**src/rtl/rfsh_pkg.sv**
```systemverilog
// Package: shared widths and types for the refresh address generator.
// Assumes an 8-bit register file and a 16-bit address bus.
package rfsh_pkg;
    localparam int REG_W  = 8;
    localparam int ADDR_W = 2 * REG_W;
    typedef logic [REG_W-1:0]  reg_t;
    typedef logic [ADDR_W-1:0] addr_t;
endpackage

```
**src/rtl/rfsh_counter.sv**
```systemverilog
// Refresh counter: the low CNT_BITS bits advance on each fetch pulse and wrap.
// The remaining high bits change only on an explicit load or a reset.
// Assumes a synchronous active-low reset. A load takes priority over an increment.
module rfsh_counter
    import rfsh_pkg::*;
#(
    parameter int CNT_BITS = 7
) (
    input  logic clk,
    input  logic rst_n,
    input  logic bump_i,
    input  logic ld_i,
    input  reg_t data_i,
    output reg_t cnt_o
);
    localparam int HOLD_BITS = REG_W - CNT_BITS;

    reg_t cnt_q;
    reg_t cnt_next;

    // Next value: the low field increments, and any held bits pass through unchanged.
    generate
        if (HOLD_BITS > 0) begin : g_split
            always_comb begin
                cnt_next = {cnt_q[REG_W-1:CNT_BITS], cnt_q[CNT_BITS-1:0] + 1'b1};
            end
        end else begin : g_full
            always_comb begin
                cnt_next = cnt_q + 1'b1;
            end
        end
    endgenerate

    // Register update: reset, then load, then increment.
    always_ff @(posedge clk) begin
        if (!rst_n)      cnt_q <= '0;
        else if (ld_i)   cnt_q <= data_i;
        else if (bump_i) cnt_q <= cnt_next;
    end

    assign cnt_o = cnt_q;

    p_count_step_r2: assert property (@(posedge clk) disable iff (!rst_n)
        (bump_i && !ld_i) |=> cnt_q[CNT_BITS-1:0] == CNT_BITS'($past(cnt_q[CNT_BITS-1:0]) + 1'b1));

    p_msb_hold_r3: assert property (@(posedge clk) disable iff (!rst_n)
        (bump_i && !ld_i) |=> cnt_q[REG_W-1] == $past(cnt_q[REG_W-1]));

    p_load_wins_r4: assert property (@(posedge clk) disable iff (!rst_n)
        ld_i |=> cnt_q == $past(data_i));

    p_idle_hold_r9: assert property (@(posedge clk) disable iff (!rst_n)
        (!bump_i && !ld_i) |=> $stable(cnt_q));
endmodule

```
**src/rtl/page_reg.sv**
```systemverilog
// Page register: holds the upper refresh address byte, loaded by software.
// Assumes a synchronous active-low reset. It has no other update path.
module page_reg
    import rfsh_pkg::*;
(
    input  logic clk,
    input  logic rst_n,
    input  logic ld_i,
    input  reg_t data_i,
    output reg_t page_o
);
    reg_t page_q;

    // Register update: reset, then load.
    always_ff @(posedge clk) begin
        if (!rst_n)    page_q <= '0;
        else if (ld_i) page_q <= data_i;
    end

    assign page_o = page_q;

    p_page_load_r5: assert property (@(posedge clk) disable iff (!rst_n)
        ld_i |=> page_q == $past(data_i));

    p_page_hold_r9: assert property (@(posedge clk) disable iff (!rst_n)
        !ld_i |=> $stable(page_q));
endmodule

```
**src/rtl/rfsh_drive.sv**
```systemverilog
// Output stage: registers the refresh address and strobes from the window input.
// The address is zero and the drive flag low whenever the window was low.
// Assumes a window sampled at a clock edge appears on the pins one cycle later.
module rfsh_drive
    import rfsh_pkg::*;
(
    input  logic  clk,
    input  logic  rst_n,
    input  logic  win_i,
    input  reg_t  page_i,
    input  reg_t  cnt_i,
    output addr_t addr_o,
    output logic  drive_o,
    output logic  rfsh_n_o,
    output logic  mreq_n_o
);
    addr_t addr_q;
    logic  drive_q;
    logic  rfsh_n_q;
    logic  mreq_n_q;

    // Output registers: capture the address and strobes for the next cycle.
    always_ff @(posedge clk) begin
        if (!rst_n) begin
            addr_q   <= '0;
            drive_q  <= 1'b0;
            rfsh_n_q <= 1'b1;
            mreq_n_q <= 1'b1;
        end else begin
            addr_q   <= win_i ? {page_i, cnt_i} : '0;
            drive_q  <= win_i;
            rfsh_n_q <= !win_i;
            mreq_n_q <= !win_i;
        end
    end

    assign addr_o   = addr_q;
    assign drive_o  = drive_q;
    assign rfsh_n_o = rfsh_n_q;
    assign mreq_n_o = mreq_n_q;

    p_slot_addr_r6: assert property (@(posedge clk) disable iff (!rst_n)
        win_i |=> (addr_o == {$past(page_i), $past(cnt_i)}) && drive_o && !rfsh_n_o);

    p_idle_bus_r7: assert property (@(posedge clk) disable iff (!rst_n)
        !win_i |=> (addr_o == '0) && !drive_o && rfsh_n_o);

    p_strobe_pair_r8: assert property (@(posedge clk) disable iff (!rst_n)
        rfsh_n_o == mreq_n_o);
endmodule

```
**src/rtl/rfsh_addr_gen.sv**
```systemverilog
// Top: the refresh counter, the page register and the output stage.
// Assumes the sequencer raises the window only during the refresh slot
// and pulses fetch_done_i for exactly one cycle per opcode fetch.
module rfsh_addr_gen
    import rfsh_pkg::*;
#(
    parameter int CNT_BITS = 7
) (
    input  logic        clk,
    input  logic        rst_n,
    input  logic        fetch_done_i,
    input  logic        rfsh_win_i,
    input  logic        ld_rcnt_i,
    input  logic        ld_page_i,
    input  logic [7:0]  ld_data_i,
    output logic [15:0] addr_o,
    output logic        addr_drive_o,
    output logic        rfsh_n_o,
    output logic        mreq_n_o,
    output logic [7:0]  rcnt_o,
    output logic [7:0]  page_o
);
    reg_t cnt_w;
    reg_t page_w;

    rfsh_counter #(.CNT_BITS(CNT_BITS)) u_cnt (
        .clk(clk), .rst_n(rst_n), .bump_i(fetch_done_i),
        .ld_i(ld_rcnt_i), .data_i(ld_data_i), .cnt_o(cnt_w)
    );

    page_reg u_page (
        .clk(clk), .rst_n(rst_n), .ld_i(ld_page_i),
        .data_i(ld_data_i), .page_o(page_w)
    );

    rfsh_drive u_drv (
        .clk(clk), .rst_n(rst_n), .win_i(rfsh_win_i),
        .page_i(page_w), .cnt_i(cnt_w), .addr_o(addr_o),
        .drive_o(addr_drive_o), .rfsh_n_o(rfsh_n_o), .mreq_n_o(mreq_n_o)
    );

    assign rcnt_o = cnt_w;
    assign page_o = page_w;

    // the registers read zero in the cycle after a reset edge.
    p_reset_clear_r1: assert property (@(posedge clk)
        !rst_n |=> (rcnt_o == 8'h00) && (page_o == 8'h00) && rfsh_n_o && !addr_drive_o);
endmodule

```
**config.mk**
```make
export PLATFORM = sky130hd
export DESIGN_NAME = rfsh_addr_gen
export DESIGN_NICKNAME = d
export VERILOG_FILES = /design/src/rtl/rfsh_pkg.sv /design/src/rtl/rfsh_counter.sv /design/src/rtl/page_reg.sv /design/src/rtl/rfsh_drive.sv /design/src/rtl/rfsh_addr_gen.sv
export SDC_FILE = /design/constraint.sdc
export NUM_CORES = 1
export LEC_CHECK = 0
export ABC_AREA = 1
export BUFFER_PORTS_ARGS = -buffer_cell sky130_fd_sc_hd__buf_4
export CORE_MARGIN = 5
export CORE_UTILIZATION = 43
export CTS_CLUSTER_SIZE = 30
export DETAILED_ROUTE_END_ITERATION = 7
export MAX_ROUTING_LAYER = met4
export PLACE_DENSITY = 0.73
export SETUP_SLACK_MARGIN = 0.4
export SYNTH_ARGS = -nofsm -noshare
export SYNTH_HDL_FRONTEND = slang
export SYNTH_SLANG_ARGS = --single-unit
```
**constraint.sdc**
```tcl
create_clock -name clk -period 1.42 [get_ports clk]
set_input_delay 0.071 -clock clk [delete_from_list [all_inputs] [get_ports clk]]
set_output_delay 0.071 -clock clk [all_outputs]
set_load 0.005 [all_outputs]
```
==> results.txt, run 1 <==
- In this run the horizontal extent of the chip is 62.3 µm.
- Drt drc: 0
- The worst pin sits at a relative slew slack of 72.5%.
- For this block, the routed nets add up to 3100 µm of wire.
- Final HPWL DP: 2240 µm
* Portion of the post-synthesis area used by sequential elements: approximately 58%
- STA classifies the critical path startpoint as a register.
- Placeable core region: between 0.002 and 0.003 mm²
- Number of synthesized register bits: 34
- Final Cycle Share: 73.2%
- Once layout is complete, the cells apart from fillers number 226.
- The count of endpoints failing hold in the final timing report came to 0.
- CTS tree: done
- Counting both buffers and inverters, the worst setup path holds a total of 2.
- From synthesis to final layout, the design area changed by 46.6%.
* 1st-pass router iterations: 4
- Required time at the endpoint of the critical path: roughly 1400 ps
- Static Leak: 0.000800 µW
- Hold bufs inserted after CTS: 0
* Final Skew: roughly 11 ps
- Counting cells, the worst reg-to-reg path comes to 5.
- Post-synth top area share: 57.9%
* Family with the most delay on the worst path: flip-flops
- Overflow left after global routing: 0
- The H-tree generated during clock tree synthesis spans 2 levels.
- Summed over all failing endpoints, the final setup total negative slack is 0 ps.
- Of all nets on the critical path, the largest fanout is 5.
- For this design, the sink count on the clock tree is 34.
* Leading area contributor after synthesis: dfxtp_1
- Outcome: finished, final reports clean
- During placement, the flow inserted port buffers numbering 48.
* Clock transition at the register clock pins on the worst setup and hold paths after CTS: 110 ps
- ANT nets after route: 0
- Filler cell count: 256
* Hold Path Stages: 3
- Power spread over the standard cell area amounts to between 1000 and 1500 mW/mm².
- Final setup vio count: 0
- Antenna diode count: 0
- Worst-case register-to-register setup slack: approximately 400 ps
- Based on the critical path, the design can be clocked at up to 963 MHz.
- The routed layout has 1,110 vias.
* Post-Synthesis Cells: 141
* Worst Path Class, Setup: register to output port
* Hold path startpoint: ld_data_i[2]
* Crit end category: output port
* Number of rows created at floorplan: 19
- Of the cells placed in the final design, the portion with a size suffix greater than 1 is 39.5%.
- Fin crit period: 1040 ps
* Mean area per synthesized cell: ~8.3 µm²
* Hold endpoint: u_page.page_o[2]
- Number of pins with negative max-slew slack in the final report: 0
- The net count of the finished layout is between 200 and 250.
* FF-to-FF Start: u_cnt.cnt_o[0]
- The signal on the critical path passes through buf_6 > buf_4.
- In this run, CTS created clock tree buffers numbering 5.
- Die footprint: between 0.003 and 0.004 mm²
- Number of global-route vias before repair: 1,094
- Summing all placed instances gives a cell area of 0.00156 mm².
- Peak supply drop: 0.876 mV
* Synthesized cell area: about 0.0012 mm²
- For this run, the total global-route usage over all layers was measured as 17.7%.
- Count of cell types in the netlist: 15
- Power comes to 1850 µW.
- In this design, the stage delay of the slowest critical-path cell is around 370 ps.
- Worst-case clock buffer depth: 2
- Sorting the synthesized cells by area gives the leading types as dfxtp_1 58%, inv_1 8.0%, nor2_1 6.1%.
* Setup repair after global routing missed its margin: yes
* Commonest cells after routing, fill and taps aside: 48 x buf_4, 28 x dfxtp_1, 24 x inv_1
- Final instance area: about 0.0017 mm²
- Summed over all nets, wire length on met2 after detailed routing comes to ~1600 µm.
- Most common cell after layout, fill and taps aside: buf_4
- Slowest library cell on the worst path: dfxtp_4
- The number of antenna violations at the first check in global routing is 0.
- In this run, placement finished with an instance count of 216.
- In the final routed layout, each cell accounts on average for 13.7 µm.
- Across the run, the number of max-cap violations was 0.
- OpenSTA, run right after detailed placement, puts the worst setup slack at 332 ps.
* Detailed router's first-iteration violation count: 55
* Total nets after synthesis: 156
* Yosys Warn Count: 0
- Top sig layer: met4
- 49 I/O pins were placed.
- After detailed routing, the wire length on met1 is 1230 µm.
* Initial standard-cell utilization of the core: 43.8%
- The first global-routing pass estimated about 5300 µm of wire.
* RD Place Congestion: 0.870
- Dividing the detail-routed via count by the number of cells gives 4.91.
- Largest net degree at the start of global routing: 19
* Hold WC Path Type: primary input to register
- Height of the chip: 62.3 µm
* Data arrival, critical path: 970 ps
- In this run the critical register-to-register path is captured at u_cnt.cnt_o[6].
- CTS placed an instance of clkbuf_4 at the clock tree root.
- Fin worst setup slack: 381 ps
- For the pin with the worst max-slew slack, the measured transition is 412 ps.
- Wire segments on met3 add up to 206 µm in the final route.
- The clock reaches the later pin of the worst-skew pair after 340 ps.
## synth_stat cells
master    number
a22oi_1        4
buf_2          3
nand3_1        8
nand2_2        1
nand2_1       13
xor2_1         1
ha_1           1
nor2_2         1
inv_1         25
o21bai_1       2
dfxtp_1       34
a21oi_1       14
o21ai_0       14
buf_4          1
nor2_1        19
## what timing repair did
item                                    CTS  global route
endpoints found under the setup margin    7            10
buffers inserted                          2             0
pin swaps                                 8             8
gates resized for setup                  13            11
## where the power goes
| part | switching [µW] | leakage [µW] | internal, µW |
|---|---|---|---|
| sequential | 37.3 | 0.000282 | 1000 |
| clock | 327 | 0.0000343 | 238 |
| combinational | 120 | 0.000483 | 127 |
## logic make-up (layout without fill, tap and decap cells)
kind of cell | count (synthesis) | after routing | share of synthesized area [%]
flops | 34 | 34 | 57.9
fa+ha+maj | 1 | 1 | 1.06
simple gates | 42 | 42 | 14.7
buf+inv | 29 | 83 | 9.89
xor+xnor | 1 | 1 | 0.745
compound gates | 34 | 34 | 15.7
## per-layer routing
metal	up-vias	GRT usage [%]
li1	553	-
met1	516	19.4
met2	36	28.9
met3	5	6.49
met4	0	7.16
met5	-	-
## flip-flops by register name, summed over array words and instances, names as in the netlist
signal          flops
u_drv.drive_o       1
u_page.page_o       8
u_drv.rfsh_n_o      1
u_drv.addr_o       16
u_cnt.cnt_o         8
## layout make-up
type / count / area [µm²] / share of cell area [%]
Clock buffer: 6 / 51.3 / 2.98
Clock inverter: 2 / 12.5 / 0.726
Inverter: 25 / 93.8 / 5.44
Multi-Input combinational cell: 78 / 449 / 26.1
Sequential cell: 34 / 696 / 40.3
Tap cell: 31 / 38.8 / 2.25
Timing Repair Buffer: 50 / 383 / 22.2
## worst max-delay path by stage
stage	startpoint	to	cells past startpoint
floorplan	u_cnt.cnt_o[1]	u_cnt.cnt_o[6]	6
global placement	u_cnt.cnt_o[1]	u_cnt.cnt_o[6]	6
detailed placement	u_cnt.cnt_o[1]	u_cnt.cnt_o[4]	6
CTS	u_cnt.cnt_o[1]	u_cnt.cnt_o[6]	5
global route	u_cnt.cnt_o[0]	u_cnt.cnt_o[6]	5
finish	u_cnt.cnt_o[1]	rcnt_o[1]	2
## stage by stage
stage	hold slack (ps)	util [%]
floorplan	209	-
global placement	365	58.0
detailed placement	366	58.0
CTS	5.71	62.7
global route	30.1	64.2
finish	13.9	64.2
## worst min-delay path: stages
cell and delay, ps:
buf_4 80, o21ai_0 70, a21oi_1 100
Note: power is estimated with default switching activity, not from simulation.
==> inputs of run 2 (changes only) <==
--- a/config.mk
+++ b/config.mk
@@ -8,7 +8,7 @@
 export ABC_AREA = 1
 export BUFFER_PORTS_ARGS = -buffer_cell sky130_fd_sc_hd__buf_4
 export CORE_MARGIN = 5
-export CORE_UTILIZATION = 43
+export CORE_UTILIZATION = 41
 export CTS_CLUSTER_SIZE = 30
 export DETAILED_ROUTE_END_ITERATION = 7
 export MAX_ROUTING_LAYER = met4
==> constraint.sdc (replaced) <==
create_clock -name clk -period 0.91 [get_ports clk]
set_input_delay 0.0455 -clock clk [delete_from_list [all_inputs] [get_ports clk]]
set_output_delay 0.0455 -clock clk [all_outputs]
set_load 0.005 [all_outputs]
==> results.txt, run 2 (same netlist as run 1, synthesis figures left out) <==
- Counting along the longest clock path gives a buffer depth of 2.
- Achievable clock frequency: approximately 940 MHz
* Largest net degree at the start of global routing: 19
- Setup violations remaining at the end of the flow were counted as 10.
- The analysis attributes to cell leakage a power of between 0.0009 and 0.001 µW.
* Layout overhead on the synthesized area: 86.6%
- Global routing consumed, over all layers together, 18.6% of the routing resources.
- TritonCTS built the clock tree.
- Deepest level of the CTS H-tree: 2
- 1st-pass router iterations: 4
- In this run the most critical hold path is launched from rst_n.
- The first global-routing pass estimated between 5000 and 6000 µm of wire.
- FF-to-FF Start: u_cnt.cnt_o[0]
- Number of global-route vias before repair: 1,248
- Required time at the endpoint of the critical path: 1140 ps
* Data arrival, critical path: 1290 ps
- Max-cap violations in this run came to 0.
- RD Place Congestion: about 0.89
- The floorplan has 19 rows.
* Detailed router's first-iteration violation count: 36
- Fin worst setup slack: -156 ps
- Worst-case register-to-register setup slack: -160 ps
- The worst path in the final design needs a cycle of 1070 ps, including I/O delays and setup.
- In this run the power density over the cells is 1430 mW/mm².
- Across the VDD grid, the largest voltage drop is roughly 1.3 mV.
- Largest fanout on the critical path: 4
- The initial utilization of the core area, before any placement, comes to 42.6%.
- Clock transition at the register clock pins on the worst setup and hold paths after CTS: 100 ps
* Via count normalized by instance count: slightly below 5
* Commonest cells after routing, fill and taps aside: 49 x buf_6, 27 x dfxtp_2, 22 x buf_4
- The number of antenna diodes in the final layout is 0.
- Violated checks: setup timing
- Die footprint: around 0.004 mm²
- Measured along the y axis, the die boundary spans 63.6 µm.
- Worst setup slack after placement: -150 ps
- Setup repair after global routing could not meet its margin everywhere.
- Crit Reg-Reg Endpoint: u_cnt.cnt_o[6]
- Routed length per placed instance: between 15 and 20 µm
- I/O pin cnt: 49
* Final HPWL DP: 2340 µm
- Clock latency on the worst-skew pair: approximately 340 ps
- Drt drc: 0
- Crit end category: register
- At the pin with the least slew margin, the transition time is between 500 and 600 ps.
- Global routing finished with a remaining overflow of 0.
- Final instance area: 0.00219 mm²
- Accumulated negative setup slack: -696 ps
* Total wire length: 3820 µm
* Hold WC Path Type: primary input to register
- Clk sink count: 34
- Outcome: finished, violations left
- The number of placed instances, taps included, is approximately 220.
- Input and output buffers added on the ports amount to 48.
- Antenna violations before repair: 0
* Final layout net count: 230
* Timing startpoint of the critical path: u_cnt.cnt_o[0]
- Num CTS Buffers: 5
- In this run the cell area measured after placement is 0.00164 mm².
- Area taken by multi-input logic gates: 520 µm²
- Category of the worst setup path launch point: register
- Hold violation total from the final report: 0
- Number of pins with negative max-slew slack in the final report: 0
- Root Buffer Master: clkbuf_4
* Routed vias: 1,219
* Placeable core region: 0.00276 mm²
* Fraction of layout cells with a size suffix above 1: between 70% and 80%
- Max-slew headroom: roughly 65%
- Across the whole layout, storage elements account for 737 µm².
- The library cell used most frequently in the layout, excluding fill and tap cells, is buf_6.
- The register with the most flip-flops in the layout has 16 of them.
- Register-to-Register Path Depth: 6
- Final Cycle Share: 117%
- Across the routed clock network, the largest skew measured is 9.72 ps.
- Worst setup path endpoint: u_cnt.cnt_o[6]
* Non-filler cells, final: 247
- By startpoint and endpoint, the worst setup path is classified as register to register.
* ANT nets after route: 0
- The layout has 182 filler cells.
* Die width: ~64 µm
## run 2: timing repair
item / CTS / global route
resized for setup: 67 / 53
pin swaps: 15 / 15
endpoints found under the hold margin: 5 / 2
setup endpoints to repair: 67 / 67
buffers inserted: 11 / 5
## run 2: area by class of cell
class | instances | area share (%)
well taps | 31 | 1.77
clock inverters | 1 | 0.228
clock buffers | 7 | 2.51
multi-input cells | 78 | 23.7
repair buffers | 71 | 32.7
inverters | 25 | 5.53
flip-flops and latches | 34 | 33.6
## run 2: metrics by stage
step / power [µW] / utilization [%] / hold WS, ps
4_1_cts: 3060 / 72.4 / -9.39
3_5_place_dp: 2040 / 59.6 / 346
3_3_place_gp: 2040 / 59.6 / 337
6_report: 3150 / 79.6 / 4.84
2_1_floorplan: 1810 / - / 176
5_1_grt: 3290 / 79.6 / -6.30
## run 2: worst min path at each step
stage	end	slack (ps)	cells after the start
finish	u_cnt.cnt_o[0]	5	3
global route	u_cnt.cnt_o[1]	-6	3
CTS	u_cnt.cnt_o[4]	-9	3
detailed placement	u_page.page_o[3]	350	3
global placement	u_page.page_o[7]	340	3
floorplan	u_cnt.cnt_o[7]	180	2
## run 2: metal layers
| layer | routed length (µm) | track usage (%) | vias up |
|---|---|---|---|
| met2 | 1990 | 30.5 | 44 |
| met1 | 1570 | 20.5 | 570 |
| met3 | 189 | 4.97 | 7 |
| met5 | 0 | - | - |
| met4 | 65 | 9.61 | 0 |
| li1 | - | - | 598 |
## run 2: critical path: stages, from the launching register on
cell and delay [ps]:
dfxtp_4 390, ha_4 160, nand2_4 50, nor2_4 140, nand3_2 80, nand3_2 80
a21oi_2 40
## run 2: power breakdown
group	switching, µW	internal [µW]
clock network	498	374
logic	276	357
registers	73.6	1570
total	847	2300
==> inputs of run 3 (changes only) <==
--- a/config.mk
+++ b/config.mk
@@ -6,7 +6,7 @@
 export NUM_CORES = 1
 export LEC_CHECK = 0
 export ABC_AREA = 1
-export BUFFER_PORTS_ARGS = -buffer_cell sky130_fd_sc_hd__buf_4
+export BUFFER_PORTS_ARGS = -buffer_cell sky130_fd_sc_hd__buf_2
 export CORE_MARGIN = 5
 export CORE_UTILIZATION = 41
 export CTS_CLUSTER_SIZE = 30
==> results.txt, run 3 (same netlist as run 1, synthesis figures left out) <==
- The flow ran to the end, but the final reports show violations.
* Violated checks: setup timing
- Num CTS Buffers: 5
- The number of antenna violations at the first check in global routing came to 0.
- Final HPWL DP: 2350 µm
- Setup repair after global routing missed its margin: yes
- Fin crit period: 1080 ps
* Number of rows created at floorplan: 19
- The register with the most flip-flops in the layout has 16 of them.
* I/O pin cnt: slightly below 50
* Required time at the endpoint of the critical path: around 1200 ps
- Compared with the post-synthesis result, the final layout area differs by 71.0%.
- At the end of the flow, the number of nets in the layout was 233.
- Root Buffer Master: clkbuf_4
- Leaving out fill and tap cells, the most frequent cell in the layout is buf_2.
* Via count normalized by instance count: roughly 4.9
- Clock latency on the worst-skew pair: roughly 330 ps
- The worst setup path is of the register to register kind.
- TritonCTS built the clock tree.
- Of the total power, combinational logic draws 18.5%.
- Setup slack on the worst reg-to-reg path comes out at -170 ps.
* Switching Share: between 20 and 30%
- In the final layout, the multi-input gates occupy slightly above 500 µm².
- Along the worst path, the maximum fanout reaches 4.
- Deepest level of the CTS H-tree: 2
- Non-filler cells, final: 250
* Path length in cells of the critical path: 5
- Among all stages on the critical path, the largest delay is contributed by dfxtp_4.
* Height of the chip: roughly 64 µm
* Initial standard-cell utilization of the core: 42.6%
- RD Place Congestion: 0.900
- For this block, the initial DRC count from the detailed router was 37.
- First-pass GRT wire length: 5450 µm
- Total wire length: 3740 µm
* Largest net degree at the start of global routing: 19
* Register-to-Register Path Depth: 5
- The share of total power dissipated in sequential elements is between 50% and 60%.
* Timing startpoint of the critical path: u_cnt.cnt_o[0]
- ANT nets after route: 0
- In the routed design, unresolved DRC markers number 0.
* Worst setup slack after placement: -118 ps
- The path class of the tightest hold or removal check is primary input to register.
* Final Skew: 10.3 ps
* Combined buffer and inverter count along the critical path: 0
- Filler cell count: 204
- Final Cycle Share: 119%
* FF-to-FF Start: u_cnt.cnt_o[0]
* Peak supply drop: 1.38 mV
- Worst-margin pin slew: 498 ps
* Number of global-route vias before repair: about 1,200
- Fraction of layout cells with a size suffix above 1: 67.1%
* I/O Buffers: 48
- Global routing used between 10% and 20% of the available tracks across all layers.
- Die width: 63.6 µm
* Total power per unit cell area: 1520 mW/mm²
- Once layout is complete, the utilization of the core stands at 72.9%.
* Die footprint: between 0.004 and 0.005 mm²
* Worst-path cell chain: ha_4 > nand3_2 > o21bai_1 > nand3_2 > a21oi_2
* Clock network power share: 28.1%
- Worst setup path endpoint: u_cnt.cnt_o[6]
- After layout, the worst setup slack is -172 ps.
* Achievable clock frequency: 924 MHz
- The worst register-to-register path ends at u_cnt.cnt_o[6].
* Max-slew headroom: 66.7%
- STA classifies the critical path startpoint as a register.
- In this run the deepest clock path goes through 2 buffers.
* Antenna diode count: 0
- Overflow left after global routing: 0
- Clock-pin slew was measured on the worst setup and hold paths at approximately 100 ps.
- Family with the most delay on the worst path: flip-flops
* Number of pins with negative max-slew slack in the final report: 0
* Crit end category: register
- Hold repair after CTS inserted 0 buffers.
- Leaving out fill and tap cells, the most frequent cells in the layout are 40 x buf_2, 28 x buf_6, 18 x dfxtp_2.
* Data arrival, critical path: 1350 ps
- Maximum cell stage delay along the critical path: 390 ps
* Placeable core region: around 0.0028 mm²
- Registers take 722 µm².
* Static Leak: 0.000956 µW
- The clock net in this run drives a total of 34 sinks.
* Cell count after placement: 224
* Max_cap viols: 0
* Final setup vio count: 12
* Hold violation total from the final report: 0
- Routed vias: 1,224
- Fin Hold WS: approximately 12 ps
* Routed length per placed instance: about 15 µm
* Power Total: 3060 µW
* Switching component of the power: 821 µW
- Hold Path Stages: 3
- Internal Power: 2240 µW
* 1st-pass router iterations: 5
- Worst path most repeated cell: nand3_2
[run 3: cell count changes in the layout (fill, tap and decap cells not counted), moves of 2 or more]
cell	before	now
a21oi_1	3	5
a21oi_2	11	9
buf_2	0	40
buf_4	22	6
buf_6	49	28
dfxtp_1	1	11
dfxtp_2	27	18
inv_1	10	12
inv_4	11	9
nor2_2	5	9
nor2_4	6	3
[run 3: worst min-delay path by stage]
stage,startpoint,to,slack (ps)
after floorplan,rst_n,u_cnt.cnt_o[7],180
after global placement,ld_data_i[7],u_page.page_o[7],340
after detailed placement,ld_data_i[7],u_page.page_o[7],350
after CTS,ld_data_i[3],u_cnt.cnt_o[3],9
after global routing,ld_data_i[4],u_cnt.cnt_o[4],20
final,ld_data_i[3],u_cnt.cnt_o[3],10
[run 3: routing by layer]
metal	track usage, %	wire [µm]
met4	6.49	90
met1	20.4	1500
met5	-	0
met3	6.22	222
met2	28.0	1920
[run 3: tightest hold or removal path, delay by kind of cell]
family | cells | cell delay, ps
buffers and inverters | 1 | 80
AOI/OAI and AO/OA | 2 | 190
[run 3: power by group through the flow]
stage	registers, µW	clock network [µW]	logic (µW)
final	1630	862	567
after global routing	1640	953	619
after CTS	1620	859	428
after detailed placement	1650	0	340
after global placement	1650	0	331
after floorplan	1660	0	145
[run 3: final cells by class]
class                   count  area share (%)
well taps                  31            1.93
multi-input cells          78            25.3
flip-flops and latches     34            35.9
clock buffers               7            2.74
repair buffers             74            27.9
clock inverters             1           0.249
inverters                  25            6.04
[run 3: repair_timing]
| item | 4_1_cts | 5_1_grt |
|---|---|---|
| pin swaps | 18 | 24 |
| setup buffers | 9 | 9 |
| resized for setup | 29 | 56 |
| endpoints found under the setup margin | 67 | 67 |
[run 3: metrics by stage]
step / area, µm² / setup TNS [ps]
floorplan: 1220 / -103
finish: 2010 / -929
CTS: 1750 / -670
global route: 2010 / -1570
detailed placement: 1530 / -347
global placement: 1530 / -237
